[src/rtl/ecc_fix_pkg.sv]
// Package: shared state encoding for the sector error bit corrector.
// Assumes: one pass at a time; no other types are shared.
package ecc_fix_pkg;
    typedef enum logic [2:0] {
        ST_IDLE = 3'd0,
        ST_EVAL = 3'd1,
        ST_RD   = 3'd2,
        ST_WR   = 3'd3,
        ST_DONE = 3'd4
    } fix_state_t;
endpackage

[src/rtl/ecc_loc_decode.sv]
// Module: maps one codeword bit position to a byte address and bit mask.
// Assumes: parity nibbles come first in the codeword; data bits are numbered
// in reverse, so data offset 0 lands in the last byte of the sector.
module ecc_loc_decode #(
    parameter int LOC_W        = 13,
    parameter int NIB_W        = 6,
    parameter int SECTOR_BYTES = 512,
    localparam int ADDR_W      = $clog2(SECTOR_BYTES),
    localparam int SECTOR_BITS = SECTOR_BYTES * 8
) (
    input  logic [LOC_W-1:0]  loc,
    input  logic [NIB_W-1:0]  nibbles,
    output logic              in_parity,
    output logic              out_of_range,
    output logic [ADDR_W-1:0] byte_addr,
    output logic [7:0]        bit_mask
);
    logic [LOC_W:0] parity_bits;
    logic [LOC_W:0] offset;

    // Parity size in bits, and the data offset behind it.
    always_comb begin
        parity_bits  = (LOC_W+1)'(nibbles) << 2;
        in_parity    = ({1'b0, loc} < parity_bits);
        offset       = {1'b0, loc} - parity_bits;
        out_of_range = !in_parity && (offset >= (LOC_W+1)'(SECTOR_BITS));
        byte_addr    = ADDR_W'(SECTOR_BYTES - 1) - offset[ADDR_W+2:3];
        bit_mask     = 8'd1 << offset[2:0];
    end
endmodule

[src/rtl/ecc_loc_store.sv]
// Module: slot registers for error positions, filled in parallel or serially.
// Assumes: pushes beyond the last slot are dropped; parallel load wins over push.
module ecc_loc_store #(
    parameter int MAX_ERR = 8,
    parameter int LOC_W   = 13,
    localparam int IDX_W  = $clog2(MAX_ERR + 1)
) (
    input  logic                     clk,
    input  logic                     rst_n,
    input  logic                     par_load,
    input  logic [MAX_ERR*LOC_W-1:0] par_locs,
    input  logic                     push,
    input  logic [LOC_W-1:0]         push_data,
    input  logic                     ptr_clr,
    input  logic [IDX_W-1:0]         rd_idx,
    output logic [LOC_W-1:0]         loc_out
);
    logic [LOC_W-1:0] slot_q [MAX_ERR];
    logic [IDX_W-1:0] wr_ptr;

    // Serial write pointer: restarts on reset, parallel load or pass end.
    always_ff @(posedge clk) begin
        if (!rst_n || par_load || ptr_clr)
            wr_ptr <= '0;
        else if (push && wr_ptr < IDX_W'(MAX_ERR))
            wr_ptr <= wr_ptr + 1'b1;
    end

    for (genvar g = 0; g < MAX_ERR; g++) begin : g_slot
        // One slot: parallel load or serial fill.
        always_ff @(posedge clk) begin
            if (!rst_n)
                slot_q[g] <= '0;
            else if (par_load)
                slot_q[g] <= par_locs[g*LOC_W +: LOC_W];
            else if (push && wr_ptr == IDX_W'(g))
                slot_q[g] <= push_data;
        end
    end

    // Read mux for the slot in process.
    always_comb begin
        loc_out = '0;
        for (int i = 0; i < MAX_ERR; i++)
            if (rd_idx == IDX_W'(i)) loc_out = slot_q[i];
    end
endmodule

[src/rtl/ecc_loc_corrector.sv]
// Module: walks the error slots in order and flips each data-region bit in
// the sector buffer by read-modify-write.
// Assumes: buffer read data is valid one cycle after buf_rd_en.
module ecc_loc_corrector #(
    parameter int MAX_ERR      = 8,
    parameter int LOC_W        = 13,
    parameter int NIB_W        = 6,
    parameter int SECTOR_BYTES = 512,
    localparam int IDX_W       = $clog2(MAX_ERR + 1),
    localparam int ADDR_W      = $clog2(SECTOR_BYTES)
) (
    input  logic                     clk,
    input  logic                     rst_n,
    input  logic                     start,
    input  logic [IDX_W-1:0]         err_count,
    input  logic [NIB_W-1:0]         nibbles,
    input  logic                     loc_load,
    input  logic [MAX_ERR*LOC_W-1:0] loc_flat,
    input  logic                     loc_push,
    input  logic [LOC_W-1:0]         loc_data,
    output logic [ADDR_W-1:0]        buf_addr,
    output logic                     buf_rd_en,
    input  logic [7:0]               buf_rdata,
    output logic                     buf_wr_en,
    output logic [7:0]               buf_wdata,
    output logic                     busy,
    output logic                     done,
    output logic                     bad_loc
);
    import ecc_fix_pkg::*;

    fix_state_t        state;
    logic [IDX_W-1:0]  idx_q;
    logic [IDX_W-1:0]  cnt_q;
    logic [NIB_W-1:0]  nib_q;
    logic [ADDR_W-1:0] addr_q;
    logic [7:0]        mask_q;
    logic              bad_q;
    logic [LOC_W-1:0]  cur_loc;
    logic              dec_parity, dec_oor;
    logic [ADDR_W-1:0] dec_addr;
    logic [7:0]        dec_mask;

    ecc_loc_store #(.MAX_ERR(MAX_ERR), .LOC_W(LOC_W)) store_i (
        .clk(clk), .rst_n(rst_n),
        .par_load(loc_load), .par_locs(loc_flat),
        .push(loc_push), .push_data(loc_data),
        .ptr_clr(done), .rd_idx(idx_q), .loc_out(cur_loc)
    );

    ecc_loc_decode #(.LOC_W(LOC_W), .NIB_W(NIB_W), .SECTOR_BYTES(SECTOR_BYTES)) dec_i (
        .loc(cur_loc), .nibbles(nib_q),
        .in_parity(dec_parity), .out_of_range(dec_oor),
        .byte_addr(dec_addr), .bit_mask(dec_mask)
    );

    // Pass sequencer: one slot per evaluation, read then write per correction.
    always_ff @(posedge clk) begin
        if (!rst_n) begin
            state  <= ST_IDLE;
            idx_q  <= '0;
            cnt_q  <= '0;
            nib_q  <= '0;
            addr_q <= '0;
            mask_q <= '0;
            bad_q  <= 1'b0;
        end else begin
            bad_q <= 1'b0;
            unique case (state)
                ST_IDLE: if (start) begin
                    idx_q <= '0;
                    nib_q <= nibbles;
                    cnt_q <= (err_count > IDX_W'(MAX_ERR)) ? IDX_W'(MAX_ERR) : err_count;
                    state <= (err_count == '0) ? ST_DONE : ST_EVAL;
                end
                ST_EVAL: begin
                    if (idx_q == cnt_q) begin
                        state <= ST_DONE;
                    end else if (dec_parity || dec_oor) begin
                        bad_q <= dec_oor;
                        idx_q <= idx_q + 1'b1;
                    end else begin
                        addr_q <= dec_addr;
                        mask_q <= dec_mask;
                        state  <= ST_RD;
                    end
                end
                ST_RD:   state <= ST_WR;
                ST_WR: begin
                    idx_q <= idx_q + 1'b1;
                    state <= ST_EVAL;
                end
                ST_DONE: state <= ST_IDLE;
                default: state <= ST_IDLE;
            endcase
        end
    end

    // Port drive from the sequencer state.
    always_comb begin
        buf_addr  = addr_q;
        buf_rd_en = (state == ST_RD);
        buf_wr_en = (state == ST_WR);
        buf_wdata = buf_rdata ^ mask_q;
        busy      = (state != ST_IDLE);
        done      = (state == ST_DONE);
        bad_loc   = bad_q;
    end

    // a write always follows a read of the same byte.
    a_r5_wr_after_rd: assert property (@(posedge clk) disable iff (!rst_n)
        buf_wr_en |-> ($past(buf_rd_en) && buf_addr == $past(buf_addr)));
    // read and write strobes are exclusive.
    a_r5_excl: assert property (@(posedge clk) disable iff (!rst_n)
        !(buf_rd_en && buf_wr_en));
    // done lasts exactly one cycle.
    a_r10_done_pulse: assert property (@(posedge clk) disable iff (!rst_n)
        done |=> !done);
    // zero count finishes in the next cycle.
    a_r7_zero_done: assert property (@(posedge clk) disable iff (!rst_n)
        (start && !busy && err_count == '0) |=> (done && !buf_rd_en));
    // a parity-region slot never causes a read.
    a_r2_parity_skip: assert property (@(posedge clk) disable iff (!rst_n)
        (state == ST_EVAL && idx_q != cnt_q && dec_parity) |=> (!buf_rd_en && !bad_loc));
    // out-of-range pulse is never next to a buffer access.
    a_r8_bad_no_rd: assert property (@(posedge clk) disable iff (!rst_n)
        bad_loc |-> !buf_wr_en && !buf_rd_en);
endmodule

[config.mk]
export PLATFORM = sky130hd
export DESIGN_NAME = ecc_loc_corrector
export DESIGN_NICKNAME = d
export VERILOG_FILES = /design/src/rtl/ecc_fix_pkg.sv /design/src/rtl/ecc_loc_decode.sv /design/src/rtl/ecc_loc_store.sv /design/src/rtl/ecc_loc_corrector.sv
export SDC_FILE = /design/constraint.sdc
export NUM_CORES = 1
export LEC_CHECK = 0
export BUFFER_PORTS_ARGS = -buffer_cell sky130_fd_sc_hd__buf_4
export CAP_MARGIN = 25
export CORE_ASPECT_RATIO = 0.5
export CORE_MARGIN = 3
export CORE_UTILIZATION = 55
export DETAILED_ROUTE_END_ITERATION = 7
export GPL_TIMING_DRIVEN = 0
export PLACE_DENSITY = 0.8
export SKIP_LAST_GASP = 1
export SLEW_MARGIN = 20
export SYNTH_ARGS = -nofsm -noshare
export SYNTH_HDL_FRONTEND = slang
export SYNTH_SLANG_ARGS = --single-unit
[constraint.sdc]
create_clock -name clk -period 5.9 [get_ports clk]
set_clock_uncertainty 0.2 [all_clocks]
set_input_delay 1.18 -clock clk [delete_from_list [all_inputs] [get_ports clk]]
set_output_delay 1.18 -clock clk [all_outputs]
set_load 0.005 [all_outputs]
==> out/results.ini <==
[routing]
first_pass_iters=5
drt-initial-drc-count=785
drc=0
drt-wirelength-per-cell_um=21.29
viasPerCell=6.249
num_vias=6474
antenna_left=0
wl_mm=22.05

[die]
dieArea_sq_mm=0.01515
die_h_um=88.56
ios=162
std_cell_rows=29
start_util=0.5772
die_w_um=171.1
core-area_sq_mm=0.01299

[cts]
numCtsBuffers=17
cts.sinks=143
cts_tree=built
root_buffer=clkbuf_16
clkLatencyLatePin_ns=0.42
cts_buffer_depth=2
htreeDepth=4
cts_hold_buf=0
path_clk_slew_ns=0.06

[status]
status=finished, final reports clean

[yosys]
ys.flop_type=edfxtp_1
syn_avg_cell_area_sq_um=10.93
yosysTopAreaCellShare=0.4166
yosysSeqAreaShare=0.5207
yosys_warnings=0
synth_area_sq_mm=0.007497
synth_common_cells=104 x a22o_1, 104 x edfxtp_1, 54 x nand2_1
yosysTopAreaCell=edfxtp_1
synth_edf_count=104
yosys_register_bits=143
synthDistinctLibCells=69
ys_async_sr_fraction=0
synth_cells=686
synth.area.top_cells=edfxtp_1 42%, a22o_1 12%, dfxtp_1 10%
syn_nets=841

[timing]
hold_viol_final=0
tns_ns=0
finalSetupViolations=0
layout_setup_ws_ns=0.3327
worstMarginPinSlew_ns=0.9079
fin_crit_sh=0.9436
fmaxAchievable_mhz=179.6
relSlewSlack=0.3925
post-route-min-period_ns=5.567
slew_violations=0
grt_setup_unrepaired=false

[placed_design]
placed_area_sq_mm=0.008828
pre_cts_ws_ns=0.2387
place_hpwl_mm=16.76
io_buffer_count=148
gp_congestion=0.8880

[layout]
n_antenna_cell=0
fin_util=0.7262
fin_nets=1008
drive_gt1_frac=0.2321
design_area_sq_mm=0.009433
area_growth_pct=25.82

[grt]
antenna_found_initial=0
gr-total-overflow=0
first_global_vias=6216
track_usage=0.2945
grt_pass1_wl_mm=33.71
grt_max_degree=17

[worst_setup_path]
cp.required_ns=6.02
critical_path_class=register to register
cp-start-kind=register
crit_fanout=10
end_kind=register
arrival_ns=5.69

[power]
power_density_mw_per_mm2=289.0
peakVddDrop_v=0.0001934
total_leakage_power_nw=3.827

[hold_path]
hp-class=register to register

[run]
max-cap-violations=0

==> layer usage <==
layer / track usage / part of all wire / up-vias
li1: - / - / 2989
met1: 0.4080 / 0.42 / 3056
met2: 0.4666 / 0.45 / 400
met3: 0.08344 / 0.11 / 29
met4: 0.07226 / 0.013 / 0
met5: 0 / 0 / -
==> logic make-up (layout without fill, tap and decap cells) <==
kind of cell               Yosys count  after routing  share of synthesized area
and+or+nand+nor                    183            183                     0.1250
muxes                               17             17                    0.02270
xor gates and xnor gates            16             16                    0.01869
buffers and inverters               79            259                    0.04189
DFF                                143            143                     0.5207
adders and majority gates           15             15                    0.02604
AOI/OAI and AO/OA                  233            233                     0.2450
==> area by class of cell <==
type | instances | area, sq um
Fill cell | 950 | 3557
Inverter | 16 | 60.06
Timing Repair Buffer | 149 | 1119
Multi-Input combinational cell | 464 | 3287
Sequential cell | 143 | 3905
Buffer | 62 | 254.0
Tap cell | 170 | 212.7
Clock buffer | 17 | 425.4
Clock inverter | 15 | 170.2
==> worst max-delay path, stage by stage (launching register included) <==
cell and delay [ns]:
dfxtp_1 0.50, ha_1 0.26, buf_4 0.20, clkbuf_1 0.46, buf_1 0.57, a21oi_1 0.22, o22a_1 0.27, o211ai_1 0.16
o21ai_0 0.12, ha_1 0.23, fa_1 0.41, nor2b_1 0.22, o31a_1 0.19, o21a_1 0.15, nor2_1 0.08, and2_1 0.20
and3_1 0.25, or4_4 0.51, o311ai_2 0.24
==> layout by cell type (no fill, tap or decap), types with 17 or more instances in the layout <==
cell type	count
nand2_1	54
a21oi_1	29
nor3_1	19
o21ai_0	18
clkbuf_16	17
mux2i_1	17
clkbuf_1	37
nor2_1	23
edfxtp_1	104
nor2b_1	18
buf_4	150
dfxtp_1	38
a22o_1	104
==> power by group <==
group          leakage [nW]  total [mW]  internal [mW]  switching (mW)
Combinational          2.09       0.453          0.200           0.253
Sequential             1.45        1.18           1.15          0.0302
Clock                 0.293        1.09          0.606           0.482
==> flip-flops by register name, indices dropped and copies added, names as in the netlist <==
register / count
bad_loc: 1
mask_q: 8
store_i.wr_ptr: 4
state: 3
nib_q: 6
store_i.slot_q: 104
buf_addr: 9
cnt_q: 4
idx_q: 4
==> per-stage QoR <==
stage                     total power, mW  instances  hold slack, ns
after floorplan                     1.462        686          0.2363
after global placement              1.631       1004          0.2439
after detailed placement            1.644       1005          0.2498
after CTS                           2.720       1037          0.2591
after global routing                2.821       1036          0.2819
final                               2.726       1036          0.2585
==> worst paths after layout <==
kind	from	endpoint	slack, ns	cells after the start
max	idx_q[0]	idx_q[2]	0.33	18
min	nib_q[3]	nib_q[3]	0.26	2
max reg2reg	idx_q[0]	idx_q[2]	0.33	18
min reg2reg	nib_q[3]	nib_q[3]	0.26	2
==> timing repair <==
item / in CTS / in global routing
setup buffers: 0 / 0
setup endpoints to repair: 0 / 21
endpoints found under the hold margin: 0 / 0
resized for setup: 0 / 8
Note: power is estimated with default switching activity, not from simulation.
